[src/rtl/trio_timer_pkg.sv]
package trio_timer_pkg;
  localparam int unsigned REG_W      = 32;
  localparam int unsigned ADDR_W     = 8;
  localparam int unsigned SLOT_BYTES = 16;
  localparam int unsigned EVT_PER_CH = 3;

  typedef enum logic [1:0] {
    SL_COUNT  = 2'd0,
    SL_RELOAD = 2'd1,
    SL_CMP_A  = 2'd2,
    SL_CMP_B  = 2'd3
  } slot_e;
endpackage

[src/rtl/trio_tick_sync.sv]
module trio_tick_sync #(
  parameter int unsigned STAGES = 2
) (
  input  logic clk,
  input  logic rst_n,
  input  logic tick_in,
  output logic tick_pulse
);
  logic [STAGES-1:0] sync_q;
  logic              last_q;

  always_ff @(posedge clk or negedge rst_n) begin
    if (!rst_n) begin
      sync_q <= '0;
      last_q <= 1'b0;
    end else begin
      sync_q <= {sync_q[STAGES-2:0], tick_in};
      last_q <= sync_q[STAGES-1];
    end
  end

  assign tick_pulse = sync_q[STAGES-1] & ~last_q;
endmodule

[src/rtl/trio_timer_lane.sv]
module trio_timer_lane
  import trio_timer_pkg::*;
#(
  parameter int unsigned W = 32
) (
  input  logic         clk,
  input  logic         rst_n,
  input  logic         run,
  input  logic         count_up,
  input  logic         use_tick,
  input  logic         tick,
  input  logic         wr_en,
  input  slot_e        wr_slot,
  input  logic [W-1:0] wr_data,
  output logic [W-1:0] count_o,
  output logic [W-1:0] reload_o,
  output logic [W-1:0] cmp_a_o,
  output logic [W-1:0] cmp_b_o,
  output logic         hit_a,
  output logic         hit_b,
  output logic         wrap
);
  logic [W-1:0] count_q, reload_q, cmp_a_q, cmp_b_q;
  logic         advance, at_end, count_wr;

  assign advance  = run & (use_tick ? tick : 1'b1);
  assign at_end   = count_up ? (count_q == {W{1'b1}}) : (count_q == '0);
  assign count_wr = wr_en && (wr_slot == SL_COUNT);

  always_ff @(posedge clk or negedge rst_n) begin
    if (!rst_n) begin
      count_q  <= '0;
      reload_q <= '0;
      cmp_a_q  <= '0;
      cmp_b_q  <= '0;
    end else begin
      if (count_wr)            count_q <= wr_data;
      else if (advance) begin
        if (at_end)            count_q <= reload_q;
        else if (count_up)     count_q <= count_q + 1'b1;
        else                   count_q <= count_q - 1'b1;
      end
      if (wr_en && wr_slot == SL_RELOAD) reload_q <= wr_data;
      if (wr_en && wr_slot == SL_CMP_A)  cmp_a_q  <= wr_data;
      if (wr_en && wr_slot == SL_CMP_B)  cmp_b_q  <= wr_data;
    end
  end

  assign hit_a    = run && (count_q == cmp_a_q);
  assign hit_b    = run && (count_q == cmp_b_q);
  assign wrap     = advance && at_end && !count_wr;
  assign count_o  = count_q;
  assign reload_o = reload_q;
  assign cmp_a_o  = cmp_a_q;
  assign cmp_b_o  = cmp_b_q;
endmodule

[src/rtl/trio_timer.sv]
module trio_timer
  import trio_timer_pkg::*;
#(
  parameter int unsigned NUM_TIMERS = 3,
  parameter int unsigned CNT_W      = 32
) (
  input  logic              clk,
  input  logic              rst_n,
  input  logic              reg_wen,
  input  logic [ADDR_W-1:0] reg_addr,
  input  logic [REG_W-1:0]  reg_wdata,
  output logic [REG_W-1:0]  reg_rdata,
  input  logic              ext_tick,
  output logic              irq
);
  localparam int unsigned CTRL_BITS = 4 * NUM_TIMERS;
  localparam int unsigned EVT_BITS  = EVT_PER_CH * NUM_TIMERS;
  localparam logic [ADDR_W-1:0] CTRL_OFS = ADDR_W'(SLOT_BYTES * NUM_TIMERS);
  localparam logic [ADDR_W-1:0] STAT_OFS = CTRL_OFS + ADDR_W'(4);
  localparam logic [ADDR_W-1:0] MASK_OFS = CTRL_OFS + ADDR_W'(8);

  logic [CTRL_BITS-1:0]              ctrl_q;
  logic [EVT_BITS-1:0]               stat_q, mask_q, stat_set, stat_clr;
  logic [NUM_TIMERS-1:0]             lane_we, cnt_wr;
  logic [NUM_TIMERS-1:0][CNT_W-1:0]  cnt_v, rld_v, cma_v, cmb_v;
  logic                              aligned, in_lanes, stat_wr, tick_pulse;
  slot_e                             slot;

  assign aligned  = (reg_addr[1:0] == 2'b00);
  assign in_lanes = aligned && (reg_addr < CTRL_OFS);
  assign slot     = slot_e'(reg_addr[3:2]);
  assign stat_wr  = reg_wen && aligned && (reg_addr == STAT_OFS);

  trio_tick_sync #(.STAGES(2)) u_sync (
    .clk(clk), .rst_n(rst_n), .tick_in(ext_tick), .tick_pulse(tick_pulse)
  );

  for (genvar i = 0; i < NUM_TIMERS; i++) begin : g_lane
    logic hit_a, hit_b, wrap;
    assign lane_we[i] = reg_wen && in_lanes && (reg_addr[7:4] == 4'(i));
    assign cnt_wr[i]  = lane_we[i] && (slot == SL_COUNT);

    trio_timer_lane #(.W(CNT_W)) u_lane (
      .clk(clk), .rst_n(rst_n),
      .run(ctrl_q[3*i]), .use_tick(ctrl_q[3*i+1]),
      .count_up(ctrl_q[3*NUM_TIMERS+i]), .tick(tick_pulse),
      .wr_en(lane_we[i]), .wr_slot(slot), .wr_data(reg_wdata[CNT_W-1:0]),
      .count_o(cnt_v[i]), .reload_o(rld_v[i]), .cmp_a_o(cma_v[i]), .cmp_b_o(cmb_v[i]),
      .hit_a(hit_a), .hit_b(hit_b), .wrap(wrap)
    );

    assign stat_set[3*i]   = hit_a;
    assign stat_set[3*i+1] = hit_b;
    assign stat_set[3*i+2] = wrap && ctrl_q[3*i+2];
  end

  assign stat_clr = stat_wr ? reg_wdata[EVT_BITS-1:0] : '0;

  always_ff @(posedge clk or negedge rst_n) begin
    if (!rst_n) begin
      ctrl_q <= '0;
      stat_q <= '0;
      mask_q <= '0;
    end else begin
      if (reg_wen && aligned && reg_addr == CTRL_OFS) ctrl_q <= reg_wdata[CTRL_BITS-1:0];
      if (reg_wen && aligned && reg_addr == MASK_OFS) mask_q <= reg_wdata[EVT_BITS-1:0];
      stat_q <= (stat_q & ~stat_clr) | stat_set;
    end
  end

  always_comb begin
    reg_rdata = '0;
    if (in_lanes) begin
      for (int i = 0; i < NUM_TIMERS; i++) begin
        if (reg_addr[7:4] == 4'(i)) begin
          case (slot)
            SL_COUNT:  reg_rdata = REG_W'(cnt_v[i]);
            SL_RELOAD: reg_rdata = REG_W'(rld_v[i]);
            SL_CMP_A:  reg_rdata = REG_W'(cma_v[i]);
            default:   reg_rdata = REG_W'(cmb_v[i]);
          endcase
        end
      end
    end else if (aligned && reg_addr == CTRL_OFS) reg_rdata = REG_W'(ctrl_q);
    else if (aligned && reg_addr == STAT_OFS)     reg_rdata = REG_W'(stat_q);
    else if (aligned && reg_addr == MASK_OFS)     reg_rdata = REG_W'(mask_q);
  end

  assign irq = |(stat_q & ~mask_q);
endmodule

[config.mk]
export PLATFORM = sky130hd
export DESIGN_NAME = trio_timer
export DESIGN_NICKNAME = d
export VERILOG_FILES = /design/src/rtl/trio_timer_pkg.sv /design/src/rtl/trio_tick_sync.sv /design/src/rtl/trio_timer_lane.sv /design/src/rtl/trio_timer.sv
export SDC_FILE = /design/constraint.sdc
export NUM_CORES = 1
export LEC_CHECK = 0
export BUFFER_PORTS_ARGS = -buffer_cell sky130_fd_sc_hd__buf_2
export CAP_MARGIN = 20
export CORE_UTILIZATION = 50
export CTS_BUF_LIST = sky130_fd_sc_hd__clkbuf_16
export DETAILED_ROUTE_END_ITERATION = 7
export PLACE_DENSITY = 0.66
export RECOVER_POWER = 100
export SLEW_MARGIN = 20
export SYNTH_ARGS = -nofsm -noshare
export SYNTH_HDL_FRONTEND = slang
export SYNTH_SLANG_ARGS = --single-unit
[constraint.sdc]
create_clock -name clk -period 9.7 [get_ports clk]
set_input_delay 0.97 -clock clk [delete_from_list [all_inputs] [get_ports clk]]
set_output_delay 0.97 -clock clk [all_outputs]
set_load 0.01 [all_outputs]
After elaboration in Yosys (flattened, before gate mapping) --
Cells that the tools add are included. W data, S select, Z words.
Word-level totals: register bits 417, latch bits 0, RAM bits 0, ROM bits 0, word-level logic and storage cells 132, memories 0
Operators by class: $add $sub $neg 6, multiply operators 0, div/mod/pow operators 0, order comparisons 1, equality and inequality tests 17, shifts and indexed selects 0, multiplexer cells 29, bitwise operators 10, reduce and logical (&&, ||, !) cells 52
Operator list (count):
- $mux W32 | 16
- $pmux W32 S3 | 3
- $eq A32 B32 Y1 | 6
- $add A32 B1 Y32 const B | 3
- $eq A32 B32 Y1 const B | 3
- $logic_not A32 Y1 | 3
- $sub A32 B1 Y32 const B | 3
- $logic_and A1 B1 Y1 | 39
- $mux W9 | 3
- $eq A8 B6 Y1 const B | 3
- $and A9 B9 Y9 | 2
- $not A9 Y9 | 2
- $mux W12 | 1
- $or A9 B9 Y9 | 1
- $reduce_or A9 Y1 | 1
- $lt A8 B6 Y1 const B | 1
- $mux W1 | 6
- $reduce_bool A2 Y1 | 3
- $and A1 B1 Y1 | 4
- $eq A2 B2 Y1 const B | 2
- $eq A4 B1 Y1 const B | 1
- $eq A4 B2 Y1 const B | 1
- $logic_not A2 Y1 | 2
- $logic_not A4 Y1 | 1
- 3 further kinds | 5

Depth between registers and ports, before layout --
depth in word-level cells 9, gate-level depth with buffers 12, mapped depth without buffers 11

Cells and area by module --
A second synthesis with hierarchy kept.
Unflattened totals: cell total of the unflattened synthesis 2643, area, all modules 27556.4 um2
Modules (own cells, without submodules):
- trio_timer_lane | instances 3, cells each 758, area an instance 7678.6 um2, sequential area each 3203.1 um2
- trio_timer | instances 1, cells each 365, area an instance 4431.8 um2, sequential area each 750.7 um2
- trio_tick_sync | instances 1, cells each 4, area an instance 88.8 um2, sequential area each 75.1 um2

Worst setup path before layout --
No wires, ideal clock.
kind input to output, from input port reg_addr[2], to output port reg_rdata[2], data arrival time 2.833 ns, required time 8.730 ns, setup slack 5.897 ns, cell stages on the path 5, buffers on the path 2, cell sequence buf_2 buf_1 mux4_2 mux4_2 and2_1
On the way: word-level cells in the longest chain between the ends 6, elaborated cells between the ends (all ways) 21, classes of those cells order compare (1); eq/ne (5); mux (10); reduce/logical (5)
RTL lines:
- start: declaration | line trio_timer.sv:10 | input logic [ADDR_W-1:0] reg_addr,
- $eq A2 B2 Y1 (tied with other cells) | line trio_timer.sv:76 | case (slot)
- $pmux W32 S3 or $logic_and A1 B1 Y1 (tied branches) | line trio_timer.sv:76, trio_timer.sv:86
- $mux W32 or $mux W9 (tied branches) | line trio_timer.sv:75, trio_timer.sv:86
- $mux W32 or $mux W9 (tied branches) | line trio_timer.sv:75, trio_timer.sv:85
- $mux W32 or $mux W12 (tied branches) | line trio_timer.sv:75, trio_timer.sv:84
- $mux W32 * | line trio_timer.sv:73 | if (in_lanes) begin
- end: declaration | line trio_timer.sv:12 | output logic [REG_W-1:0] reg_rdata,
Every way passes the cells marked *; elsewhere a longest branch is shown, timed or not.

Worst setup path after layout --
from input port reg_addr[5], to register g_lane[1].u_lane.count_q[31]
On the way: word-level cells in the longest chain between the ends 6, elaborated cells between the ends (all ways) 8, classes of those cells order compare (1); eq/ne (1); mux (1); reduce/logical (5)
RTL lines:
- $lt A8 B6 Y1 | line trio_timer.sv:30 | assign in_lanes = aligned && (reg_addr < CTRL_OFS);
- $logic_and A1 B1 Y1 | line trio_timer.sv:30
- $logic_and A1 B1 Y1 | line trio_timer.sv:40 | assign lane_we[i] = reg_wen && in_lanes && (reg_addr[7:4] == 4'(i));
- $logic_and A1 B1 Y1 * | line trio_timer.sv:40
- $logic_and A1 B1 Y1 * | line trio_timer_lane.sv:28 | assign count_wr = wr_en && (wr_slot == SL_COUNT);
- $mux W32 or $reduce_bool A2 Y1 (tied branches)
- end signal: assignment | line trio_timer_lane.sv:37 | if (count_wr) count_q <= wr_data;
- end signal: assignment | line trio_timer_lane.sv:39 | if (at_end) count_q <= reload_q;
- end signal: assignment | line trio_timer_lane.sv:40 | else if (count_up) count_q <= count_q + 1'b1;
- end: declaration | line trio_timer_lane.sv:23 | logic [W-1:0] count_q, reload_q, cmp_a_q, cmp_b_q;
Marked as above. A chain may end at the register's enable or synchronous reset.

==> results.py <==
metrics = {
    "synthesis": {
        "seq_area_frac_synth": 0.375,
        "syn_inst": 2713,
        "synth_nets": 2850,
        "synth.cell_area_um2": 27800,
        "yosys_most_used_dff": "dfrtp_1",
        "ys_types": 78,
        "yosysWarnings": 0,
        "synth_seq_cells": 417,
        "synthArstFlopShare": 1.00,
        "avgSynthCellArea_um2": 10.3,
        "synth-edff-count": 0,
    },
    "power_and_ir_drop": {
        "p_int_mw": 4.48,
        "ir_worst_vdd_mv": 0.149,
        "p_leak_nw": 13.0,
        "swShare": 0.440,
        "p_comb_frac": 0.437,
        "p_sw_mw": 3.53,
        "finalPower_mw": 8.01,
        "p_per_area_nw_per_um2": 266,
        "clkPwrFrac": 0.217,
        "seqPwrFrac": 0.346,
    },
    "clock_network": {
        "htreeDepth": 2,
        "clock_sinks": 417,
        "clkTransAtPathRegs_ns": 0.07,
        "post_cts_buffers": 0,
        "cts_buffers": 47,
        "cts_tree": "built",
        "holdBufCountCts": 0,
        "insertion_delay_ns": 0.59,
        "cts_root_buf": "clkbuf_16",
        "cts-resized-gates": 0,
        "cts_buffer_depth": 3,
    },
    "sta": {
        "clock_skew_ns": 0.0152,
        "max_freq_mhz": 158,
        "max-slew-margin-rel": -1.97,
        "min_period_over_period": 0.652,
        "slew_violations": 549,
        "fin_hold_ws_ns": 0.359,
        "finalSetupViolCount": 0,
        "post-route-min-period_ns": 6.33,
        "finalHoldViolations": 0,
        "finalSetupTns_ns": 0,
        "rsz0062_at_grt": "false",
        "worst_slew_pin_slew_ns": 4.45,
    },
    "drt": {
        "route.detailed.drc": 0,
        "vias": 23216,
        "ant_nets": 0,
        "drtIter0Drc": 2731,
        "first_pass_iters": 8,
        "viasPerCell": 6.69,
        "totalWireLength_um": 99500,
        "wl_per_cell_um": 28.7,
    },
    "layout": {
        "syn2layout_area_growth_pct": 8.02,
        "seqCellArea_um2": 10400,
        "multi_input_area_um2": 16500,
        "drive_above_1_share": 0.205,
        "layout.cells.non_filler": 3469,
        "antenna_cells": 0,
        "layout_commonest_cell": "dfrtp_1",
        "nets": 2822,
        "n_fill_cell": 4835,
        "final_cell_mix": "dfrtp_1 (417), mux2_2 (306), a21oi_1 (225)",
    },
    "global_route": {
        "grt_pass1_vias": 22497,
        "grt_pass1_wl_um": 149000,
        "grt_use_total": 0.354,
        "gr-total-overflow": 0,
        "grt_max_degree": 79,
        "antenna_found_initial": 1,
    },
    "die": {
        "die_h_um": 238,
        "boundaryPins": 77,
        "die_area_um2": 56600,
        "std_cell_rows": 86,
        "core_um2": 55000,
        "initial_core_util": 0.506,
        "dieWidth_um": 238,
    },
    "critical_path": {
        "cp-end-kind": "flop",
        "worst-path-stages": 10,
        "critPathKind": "input port to flop",
        "arrival_ns": 6.80,
        "worstPathMaxFanout": 68,
        "startpoint_type": "input port",
        "critPathSlowestCell": "clkbuf_1",
        "crit_family": "buffers and inverters",
        "critPathMaxStageDelay_ns": 2.20,
        "reg2reg_depth": 12,
        "crit_chain": "buf_2, clkbuf_1, nor3_1, nand2_1, nor2_4, clkbuf_1, nor3_1, nand3_1, mux2i_1, a2111o_1",
        "cp.required_ns": 10.17,
        "crit_buf_inv": 3,
    },
    "placement": {
        "place.gp.congestion": 1.05,
        "placedCellCount": 3384,
        "dpl.hpwl_um": 71900,
        "numPortBuffers": 76,
    },
    "hold_path": {
        "hp-class": "flop to flop",
        "hold_depth": 0,
    },
    "outcome": {
        "violations": "max-capacitance violations, max-slew violations",
        "status": "complete, but fails checks",
    },
    "run": {
        "maxCapViolCount": 14,
    },
}
[through the flow]
step	util	cell area (µm²)	setup WS (ns)
finish	0.547	30100	3.37
detailed placement	0.522	28700	5.00
CTS	0.548	30200	4.99
floorplan	-	27800	5.90
global route	0.547	30100	2.83
global placement	0.522	28700	5.03
[per-layer routing]
| layer | GRT usage | up-vias | routed length, µm |
|---|---|---|---|
| li1 | - | 9998 | - |
| met1 | 0.487 | 11770 | 40800 |
| met2 | 0.530 | 1223 | 44000 |
| met3 | 0.0939 | 221 | 10500 |
| met4 | 0.139 | 4 | 4150 |
| met5 | 0.0130 | - | 118 |
[registers in the layout, indices dropped and copies added (netlist names)]
register / cells
ctrl_q: 12
g_lane.u_lane.cmp_b_o: 96
u_sync.sync_q: 2
u_sync.last_q: 1
mask_q: 9
g_lane.u_lane.count_o: 96
g_lane.u_lane.cmp_a_o: 96
stat_q: 9
g_lane.u_lane.reload_o: 96
[Yosys cell counts, drive strengths merged (4+ instances only)]
cell	count	area share
o31a	6	0.0020
nor2	139	0.019
a31oi	13	0.0029
nor3	34	0.0061
mux2i	45	0.016
a211oi	26	0.0076
o21bai	12	0.0034
or3	7	0.0016
a221oi	7	0.0022
and2	16	0.0036
xnor2	141	0.044
o211ai	17	0.0046
or4	7	0.0019
nand3	94	0.017
a21oi	226	0.041
nand3b	5	0.0013
buf	57	0.0095
a21boi	4	0.0011
xor2	124	0.039
nand4	68	0.015
clkbuf	127	0.017
o31ai	18	0.0049
nor4	54	0.012
o21ai	159	0.029
dfrtp	417	0.38
ha	90	0.040
a2111oi	4	0.0015
mux4	100	0.081
nor2b	10	0.0022
nand2b	8	0.0018
a21o	43	0.012
mux2	307	0.12
o21a	14	0.0038
a22o	5	0.0016
and3	20	0.0047
nand2	204	0.028
inv	36	0.0049
[layout make-up]
cell class | count | share of cell area
tap | 748 | 0.0311
sequential | 417 | 0.347
clock buffer | 47 | 0.0391
inverter | 36 | 0.00450
timing repair buffer | 107 | 0.0188
clock inverter | 38 | 0.00895
multi-input combinational | 2076 | 0.550
[power groups by stage]
stage	Sequential [mW]	Clock, mW	Combinational (mW)
finish	2.77	1.74	3.50
global route	2.78	1.81	3.83
CTS	2.73	1.75	3.44
detailed placement	2.76	0	3.41
global placement	2.75	0	3.35
floorplan	2.36	0	2.62
[logic make-up after synthesis]
kind of cell / share of synthesized area
AND/OR/NAND/NOR: 0.117
AO/OA/AOI/OAI: 0.129
multiplexers: 0.221
flip-flops: 0.375
XOR/XNOR: 0.0834
buffers and inverters: 0.0316
adder cells (fa/ha/maj): 0.0426
[worst paths after layout]
check,startpoint,end,slack [ns]
min in group asynchronous,rst_n,g_lane[0].u_lane.count_o[17]$_DFFE_PN0P_,1.95
worst max-delay path,reg_addr[5],g_lane[1].u_lane.count_o[31]$_DFFE_PN0P_,3.37
max in group asynchronous,rst_n,g_lane[1].u_lane.cmp_b_o[26]$_DFFE_PN0P_,4.06
worst max register to register,ctrl_q[10]$_DFFE_PN0P_,g_lane[1].u_lane.count_o[25]$_DFFE_PN0P_,5.59
worst min-delay path,u_sync.sync_q[0]$_DFF_PN0_,u_sync.sync_q[1]$_DFF_PN0_,0.36
worst min register to register,u_sync.sync_q[0]$_DFF_PN0_,u_sync.sync_q[1]$_DFF_PN0_,0.36
(Power assumes the default switching activity.)
